===== src/rtl/spi_regif_pkg.sv =====
package spi_regif_pkg;
  localparam int unsigned DATA_W  = 8;
  localparam int unsigned ADDR_W  = 6;
  localparam int unsigned BIT_W   = $clog2(DATA_W);
  localparam int unsigned RW_POS  = DATA_W - 1;
  localparam int unsigned INC_POS = DATA_W - 2;
endpackage


===== src/rtl/spi_regif_sync.sv =====
module spi_regif_sync #(
  parameter int unsigned W       = 1,
  parameter logic [W-1:0] RST_VAL = '0
) (
  input  logic         clk_i,
  input  logic         rst_ni,
  input  logic [W-1:0] d_i,
  output logic [W-1:0] q_o
);
  for (genvar i = 0; i < W; i++) begin : g_bit
    logic s1_q, s2_q;
    always_ff @(posedge clk_i or negedge rst_ni) begin
      if (!rst_ni) begin
        s1_q <= RST_VAL[i];
        s2_q <= RST_VAL[i];
      end else begin
        s1_q <= d_i[i];
        s2_q <= s1_q;
      end
    end
    assign q_o[i] = s2_q;
  end
endmodule


===== src/rtl/spi_regif_rx.sv =====
module spi_regif_rx
  import spi_regif_pkg::*;
(
  input  logic              clk_i,
  input  logic              rst_ni,
  input  logic              cs_ni_i,
  input  logic              scl_i,
  input  logic              sdi_i,
  output logic              active_o,
  output logic              scl_fall_o,
  output logic [BIT_W-1:0]  bit_idx_o,
  output logic              byte_done_o,
  output logic [DATA_W-1:0] byte_o
);
  logic [2:0] sync_q;
  logic cs_s, scl_s, sdi_s, scl_q, scl_rise;
  logic [BIT_W-1:0]  bit_idx_q;
  logic [DATA_W-1:0] rx_q, byte_q;
  logic byte_done_q;

  // bit0 cs, bit1 scl, bit2 sdi; same depth keeps data aligned to its edge
  spi_regif_sync #(.W(3), .RST_VAL(3'b011)) i_sync (
    .clk_i (clk_i),
    .rst_ni(rst_ni),
    .d_i   ({sdi_i, scl_i, cs_ni_i}),
    .q_o   (sync_q)
  );
  assign cs_s  = sync_q[0];
  assign scl_s = sync_q[1];
  assign sdi_s = sync_q[2];

  assign active_o   = ~cs_s;
  assign scl_rise   = ~scl_q & scl_s & active_o;
  assign scl_fall_o = scl_q & ~scl_s & active_o;

  always_ff @(posedge clk_i or negedge rst_ni) begin
    if (!rst_ni) begin
      scl_q       <= 1'b1;
      bit_idx_q   <= '0;
      rx_q        <= '0;
      byte_q      <= '0;
      byte_done_q <= 1'b0;
    end else begin
      scl_q       <= scl_s;
      byte_done_q <= 1'b0;
      if (!active_o) begin
        bit_idx_q <= '0;
      end else if (scl_rise) begin
        rx_q      <= {rx_q[DATA_W-2:0], sdi_s};
        bit_idx_q <= bit_idx_q + 1'b1;
        if (bit_idx_q == BIT_W'(DATA_W - 1)) begin
          byte_done_q <= 1'b1;
          byte_q      <= {rx_q[DATA_W-2:0], sdi_s};
        end
      end
    end
  end

  assign bit_idx_o   = bit_idx_q;
  assign byte_done_o = byte_done_q;
  assign byte_o      = byte_q;
endmodule


===== src/rtl/spi_regif_ctrl.sv =====
module spi_regif_ctrl
  import spi_regif_pkg::*;
(
  input  logic              clk_i,
  input  logic              rst_ni,
  input  logic              active_i,
  input  logic              scl_fall_i,
  input  logic [BIT_W-1:0]  bit_idx_i,
  input  logic              byte_done_i,
  input  logic [DATA_W-1:0] byte_i,
  input  logic [DATA_W-1:0] rdata_i,
  output logic [ADDR_W-1:0] addr_o,
  output logic [DATA_W-1:0] wdata_o,
  output logic              we_o,
  output logic              re_o,
  output logic              tx_bit_o,
  output logic              oe_o
);
  logic cmd_done_q, rd_q, inc_q, first_q, oe_q, we_q, re_q;
  logic [ADDR_W-1:0] addr_q;
  logic [DATA_W-1:0] wdata_q, tx_q;

  always_ff @(posedge clk_i or negedge rst_ni) begin
    if (!rst_ni) begin
      cmd_done_q <= 1'b0;
      rd_q       <= 1'b0;
      inc_q      <= 1'b0;
      first_q    <= 1'b0;
      oe_q       <= 1'b0;
      we_q       <= 1'b0;
      re_q       <= 1'b0;
      addr_q     <= '0;
      wdata_q    <= '0;
      tx_q       <= '0;
    end else begin
      we_q <= 1'b0;
      re_q <= 1'b0;
      if (re_q) tx_q <= rdata_i;
      // step after the strobe so the address stays put while it is high
      if (we_q && inc_q) addr_q <= addr_q + 1'b1;
      if (!active_i) begin
        cmd_done_q <= 1'b0;
        first_q    <= 1'b0;
        oe_q       <= 1'b0;
      end else begin
        if (byte_done_i) begin
          if (!cmd_done_q) begin
            cmd_done_q <= 1'b1;
            rd_q       <= byte_i[RW_POS];
            inc_q      <= byte_i[INC_POS];
            addr_q     <= byte_i[ADDR_W-1:0];
            re_q       <= byte_i[RW_POS];
            first_q    <= byte_i[RW_POS];
          end else if (!rd_q) begin
            we_q    <= 1'b1;
            wdata_q <= byte_i;
          end
        end
        if (scl_fall_i && cmd_done_q && rd_q) begin
          if (bit_idx_i != '0) begin
            tx_q <= {tx_q[DATA_W-2:0], 1'b0};
          end else if (first_q) begin
            first_q <= 1'b0;
            oe_q    <= 1'b1;
          end else begin
            // fetch the next byte only once the master clocks into it
            re_q <= 1'b1;
            if (inc_q) addr_q <= addr_q + 1'b1;
          end
        end
      end
    end
  end

  assign addr_o   = addr_q;
  assign wdata_o  = wdata_q;
  assign we_o     = we_q;
  assign re_o     = re_q;
  assign tx_bit_o = tx_q[DATA_W-1];
  assign oe_o     = oe_q;
endmodule


===== src/rtl/spi_regif.sv =====
module spi_regif
  import spi_regif_pkg::*;
(
  input  logic              clk_i,
  input  logic              rst_ni,
  input  logic              three_wire_i,
  input  logic              spi_cs_ni,
  input  logic              spi_scl_i,
  input  logic              spi_sdi_i,
  output logic              spi_sdi_o,
  output logic              spi_sdi_oe_o,
  output logic              spi_sdo_o,
  output logic              spi_sdo_oe_o,
  output logic [ADDR_W-1:0] reg_addr_o,
  output logic [DATA_W-1:0] reg_wdata_o,
  output logic              reg_we_o,
  output logic              reg_re_o,
  input  logic [DATA_W-1:0] reg_rdata_i
);
  logic active, scl_fall, byte_done, tx_bit, oe, drive;
  logic [BIT_W-1:0]  bit_idx;
  logic [DATA_W-1:0] rx_byte;

  spi_regif_rx i_rx (
    .clk_i      (clk_i),
    .rst_ni     (rst_ni),
    .cs_ni_i    (spi_cs_ni),
    .scl_i      (spi_scl_i),
    .sdi_i      (spi_sdi_i),
    .active_o   (active),
    .scl_fall_o (scl_fall),
    .bit_idx_o  (bit_idx),
    .byte_done_o(byte_done),
    .byte_o     (rx_byte)
  );

  spi_regif_ctrl i_ctrl (
    .clk_i      (clk_i),
    .rst_ni     (rst_ni),
    .active_i   (active),
    .scl_fall_i (scl_fall),
    .bit_idx_i  (bit_idx),
    .byte_done_i(byte_done),
    .byte_i     (rx_byte),
    .rdata_i    (reg_rdata_i),
    .addr_o     (reg_addr_o),
    .wdata_o    (reg_wdata_o),
    .we_o       (reg_we_o),
    .re_o       (reg_re_o),
    .tx_bit_o   (tx_bit),
    .oe_o       (oe)
  );

  // raw chip-select gates the drivers so release needs no clock
  assign drive        = oe & ~spi_cs_ni;
  assign spi_sdo_o    = tx_bit;
  assign spi_sdi_o    = tx_bit;
  assign spi_sdo_oe_o = drive & ~three_wire_i;
  assign spi_sdi_oe_o = drive & three_wire_i;
endmodule


===== config.mk =====
export PLATFORM = sky130hd
export DESIGN_NAME = spi_regif
export DESIGN_NICKNAME = d
export VERILOG_FILES = /design/src/rtl/spi_regif_pkg.sv /design/src/rtl/spi_regif_sync.sv /design/src/rtl/spi_regif_rx.sv /design/src/rtl/spi_regif_ctrl.sv /design/src/rtl/spi_regif.sv
export SDC_FILE = /design/constraint.sdc
export NUM_CORES = 1
export LEC_CHECK = 0
export BUFFER_PORTS_ARGS = -buffer_cell sky130_fd_sc_hd__buf_2
export CAP_MARGIN = 30
export CORE_MARGIN = 10
export CORE_UTILIZATION = 60
export DETAILED_ROUTE_END_ITERATION = 7
export GPL_TIMING_DRIVEN = 0
export PLACE_DENSITY = 0.83
export SETUP_SLACK_MARGIN = 0.05
export SYNTH_ARGS = -nofsm -noshare
export SYNTH_HDL_FRONTEND = slang
export SYNTH_HIERARCHICAL = 1
export SYNTH_SLANG_ARGS = --single-unit

===== constraint.sdc =====
create_clock -name clk_i -period 3.8 [get_ports clk_i]
set_clock_uncertainty 0.15 [all_clocks]
set_input_delay 0.76 -clock clk_i [delete_from_list [all_inputs] [get_ports clk_i]]
set_output_delay 0.76 -clock clk_i [all_outputs]
set_load 0.05 [all_outputs]

# Word level (Yosys, flattened, before mapping)
# Cells that the tools add are included.
dict set report word_totals {
  inputBits 14
  register_bits 55
  elab_cells 91
  out_inout_bits 20
}
dict set report op_classes {
  bitwise 14
  muxes 39
  n_reduce_logical 13
  add_sub_neg 2
  eq_ne 2
}
# op n
set ops {}
lappend ops {{6-bit two-way mux} 8}
lappend ops {{8-bit two-way mux} 4}
lappend ops {{1-bit two-way mux} 25}
lappend ops {{3-bit AND reduction} 3}
lappend ops {{2-bit nonzero test} 4}
lappend ops {{1-bit bitwise AND} 7}
lappend ops {{1-bit NOT} 7}
lappend ops {{6-bit by 1-bit adder with 6-bit output, second input constant} 1}
lappend ops {{3-bit two-way mux} 2}
lappend ops {{4-bit AND reduction} 1}
lappend ops {{3-bit by 1-bit adder with 3-bit output, second input constant} 1}
lappend ops {{3-bit == test, second input constant} 1}
lappend ops {{1-bit logical AND} 3}
lappend ops {{3-bit nonzero test} 1}
lappend ops {{2-bit != test, second input constant} 1}
lappend ops {{2-bit AND reduction} 1}

# Longest topological paths before layout
dict set report logic_depth {
  depth_word 9
  mapped_depth 9
  ltp_nobuf 5
}

# Modules after synthesis
# The synthesis kept the hierarchy.
# mod instances cells_per_inst seq_area_each_um2 area_each_um2
set by_module_without_submodules {}
lappend by_module_without_submodules {spi_regif_ctrl 1 149 725.7 1456.4}
lappend by_module_without_submodules {spi_regif_rx 1 51 501.7 843.3}
lappend by_module_without_submodules {spi_regif_sync 1 9 155.1 177.7}
lappend by_module_without_submodules {spi_regif 1 3 0.0 28.8}

# Worst setup path after synthesis
# No wires, ideal clock.
dict set report synth_path {
  path_type {input port to output port}
  start {in spi_cs_ni}
  end {out spi_sdo_oe_o}
  cell_stages 1
  arrival_ps 1426
  n_path_buf 0
  setup_slack_ps 1464
  required_time_ps 2890
  path_cell_list {nor3b_2}
}
dict set report synth_via {
  elab_chain_cells 3
}
# item line_no
set synth_lines {}
lappend synth_lines {{start, declared} spi_regif.sv:7} ;# input logic spi_cs_ni,
lappend synth_lines {{1-bit NOT} spi_regif.sv:55} ;# assign drive = oe & ~spi_cs_ni;
lappend synth_lines {{1-bit bitwise AND} spi_regif.sv:55}
lappend synth_lines {{1-bit bitwise AND} spi_regif.sv:58} ;# assign spi_sdo_oe_o = drive & ~three_wire_i;
lappend synth_lines {{end, declared} spi_regif.sv:13} ;# output logic spi_sdo_oe_o,
# No other way between the ends.

# Final worst setup path
dict set report layout_path {
  start {in spi_cs_ni}
  end {out spi_sdi_oe_o}
}
dict set report layout_via {
  elab_chain_cells 3
}
# item line_no
set layout_lines {}
lappend layout_lines {{1-bit NOT} spi_regif.sv:55}
lappend layout_lines {{1-bit bitwise AND} spi_regif.sv:55}
lappend layout_lines {{1-bit bitwise AND} spi_regif.sv:59} ;# assign spi_sdi_oe_o = drive & three_wire_i;
lappend layout_lines {{end, declared} spi_regif.sv:11} ;# output logic spi_sdi_oe_o,
# No other way between the ends.

==> impl_metrics.json <==
{
  "cp.arrival_ns": 1.32,
  "routedWlPerCell_um": 15.4,
  "async_reset_ff_share_pct": 100,
  "grt_pass1_wl_um": 8150,
  "yosys-top-cells-area": "dfrtp_1, dfstp_2, nand2_1",
  "path_depth": 3,
  "cts_root_buf": "clkbuf_8",
  "rows": 23,
  "synth.most_common_cell": "dfrtp_1",
  "clk_pin_slew_ns": 0.09,
  "clock_sinks": 55,
  "crit_slowest_cell": "buf_2",
  "synth_top_cells_by_count": "dfrtp_1, nand2_1, mux2i_1, o21ai_0, nor2_1",
  "ant_nets": 0,
  "status": "complete, no violations",
  "fmax_ghz": 0.448,
  "ir_drop_mv": 0.360,
  "gp_congestion": 0.786,
  "htree_levels": 2,
  "hold_path_class": "input pin to asynchronous set/reset pin",
  "critPathMaxFanout": 3,
  "dp_slack_ns": 1.57,
  "cts_tree": "yes",
  "worst-path-buf-inv": 2,
  "drt_iter0_markers": 122,
  "rsz0062_at_grt": "false",
  "syn_to_final_growth_pct": 13.5,
  "antenna_cells": 0,
  "drc": 0,
  "cts_hold_buf": 0,
  "vias": 1707,
  "reg2regPathDepth": 7,
  "grt_use_total_pct": 13.7,
  "first_pass_iters": 4,
  "highest_layer": "met4",
  "core-area_um2": 4030,
  "clk_latency_ns": 0.31,
  "portBuffers": 33,
  "worstPathCellList": "buf_2 -> and3b_1 -> buf_2",
  "syn_avg_cell_area_um2": 11.8,
  "final_util_pct": 70.6,
  "grt_pass1_vias": 1723,
  "wl_met3_um": 235,
  "wl_met1_um": 2010,
  "slew_headroom_pct": 62.9,
  "worst_slack_ns": 1.57,
  "initial_core_util_pct": 62.2,
  "cts_made_buffers": 5,
  "min_period_ns": 2.23,
  "mappedNetlistArea_um2": 2510,
  "p_leak_nw": 1.39,
  "antenna_found_initial": 0,
  "dr_wl_met2_um": 2320,
  "setup_viol": 0,
  "postSynthCellCount": 212,
  "grt_max_degree": 42,
  "drt-vias-per-instance": 5.62,
  "end_kind": "output pin",
  "synth_cell_types": 47,
  "cp_slowest_stage_delay_ns": 0.25,
  "placed_area_um2": 2750,
  "crit_top_cell": "buf_2",
  "ys_warn_count": 6,
  "final_cell_area_um2": 2850,
  "tightestPinTransition_ns": 0.556,
  "ys_seq_area_share_pct": 55.2,
  "cp_data_required_time_ns": 2.89,
  "synth_edf_count": 0,
  "postCtsSetupBuffers": 0,
  "slew_violations": 0,
  "post-dp-hpwl_um": 3450,
  "dominantRegCellSynth": "dfrtp_1",
  "critPathKind": "input pin to output pin",
  "syn-num-nets": 229,
  "die_x_um": 84.6,
  "power.total_mw": 1.07,
  "setup_tns_ns": 0,
  "finalCritPeriodShare_pct": 58.8,
  "cap_violations": 0,
  "post_cts_resized": 0,
  "critPathLaunchType": "input pin",
  "drive_gt1_share_pct": 33.9,
  "wl_um": 4690,
  "crit_family": "buffers and inverters",
  "yosys.area.top_type_share_pct": 49.9,
  "hold_violations": 0,
  "dieArea_um2": 7160,
  "ys_seq_elements": 55,
  "post-synth-top-area-cell": "dfrtp_1",
  "cts_max_path_buffers": 2,
  "overflow": 0,
  "fin_nets": 270,
  "die_h_um": 84.6,
  "ios": 34,
  "power_density_nw_per_um2": 374
}
==> stage by stage <==
| step | std cells | hold slack (ns) |
|---|---|---|
| 2_1_floorplan | 212 | 0.181 |
| 3_3_place_gp | 295 | 0.184 |
| 3_5_place_dp | 296 | 0.197 |
| 4_1_cts | 304 | 0.183 |
| 5_1_grt | 304 | 0.200 |
| 6_report | 304 | 0.187 |
==> metal layers <==
metal,vias up,track usage (%)
met4,0,6.74
met1,843,16.3
met5,-,0
met3,9,3.67
met2,37,22.3
li1,818,-
==> worst paths after layout <==
check                                          start                   endpoint  slack, ns
setup / recovery                           spi_cs_ni               spi_sdi_oe_o       1.57
min in group clk_i         i_rx/i_sync/g_bit[0].s1_q  i_rx/i_sync/g_bit[0].s2_q       0.21
max in group asynchronous                     rst_ni                 i_rx/scl_q       2.75
hold / removal                                rst_ni               i_rx/rx_q[5]       0.19
setup reg to reg           i_rx/i_sync/g_bit[0].s2_q             i_ctrl/tx_q[6]       1.84
hold reg to reg            i_rx/i_sync/g_bit[0].s1_q  i_rx/i_sync/g_bit[0].s2_q       0.21
==> cells in the final DEF, fill, tap and decap left out, types with 2 or more instances in the layout <==
cell / Yosys / routed
a22oi_1: 2 / 2
o21a_1: 2 / 2
ha_1: 3 / 3
mux2_4: 8 / 8
mux2_2: 9 / 9
nor2_1: 10 / 10
a32oi_1: 3 / 3
inv_1: 3 / 3
o22ai_1: 3 / 3
buf_4: 5 / 5
nor3_1: 2 / 2
dfstp_2: 5 / 5
clkbuf_8: 0 / 5
buf_2: 4 / 37
nand3_1: 7 / 7
nand2_1: 35 / 35
o21ai_0: 11 / 11
mux2i_1: 11 / 11
xnor2_1: 5 / 5
nor3b_2: 2 / 2
and3_1: 2 / 2
dfrtp_1: 50 / 50
inv_6: 0 / 2
buf_6: 3 / 3
xor2_1: 3 / 3
==> report_power, final <==
part	internal [mW]	switching [mW]	total, mW
clock	0.134	0.192	0.325
combinational	0.0461	0.0438	0.0898
sequential	0.624	0.0266	0.650
==> registers in the layout (all words and copies together), names as in the netlist <==
name	flops
i_ctrl/addr_o	6
i_ctrl/cmd_done_q	1
i_ctrl/first_q	1
i_ctrl/inc_q	1
i_ctrl/oe_o	1
i_ctrl/rd_q	1
i_ctrl/re_o	1
i_ctrl/tx_q	8
i_ctrl/wdata_o	8
i_ctrl/we_o	1
i_rx/bit_idx_o	3
i_rx/byte_done_o	1
i_rx/byte_o	8
i_rx/i_sync/g_bit.s1_q	3
i_rx/i_sync/g_bit.s2_q	3
i_rx/rx_q	7
i_rx/scl_q	1
==> logic make-up after synthesis <==
kind of cell             count (synthesis)  share of synthesized area (%)
multiplexers                            28                           13.2
flip-flops                              55                           55.2
AND/OR/NAND/NOR                         73                           15.3
AO/OA/AOI/OAI                           28                           7.59
buffers and inverters                   17                           4.39
adder cells (fa/ha/maj)                  3                           1.50
XOR/XNOR                                 8                           2.80
==> layout make-up <==
| cell class | instances | area [um^2] |
|---|---|---|
| plain buffers | 13 | 95.1 |
| clock buffers | 5 | 68.8 |
| clock inverters | 3 | 22.5 |
| fillers | 309 | 1180 |
| inverters | 4 | 15.0 |
| multi-input cells | 140 | 1010 |
| flip-flops and latches | 55 | 1380 |
| well taps | 50 | 62.6 |
| repair buffers | 34 | 185 |
(Power assumes the default switching activity.)
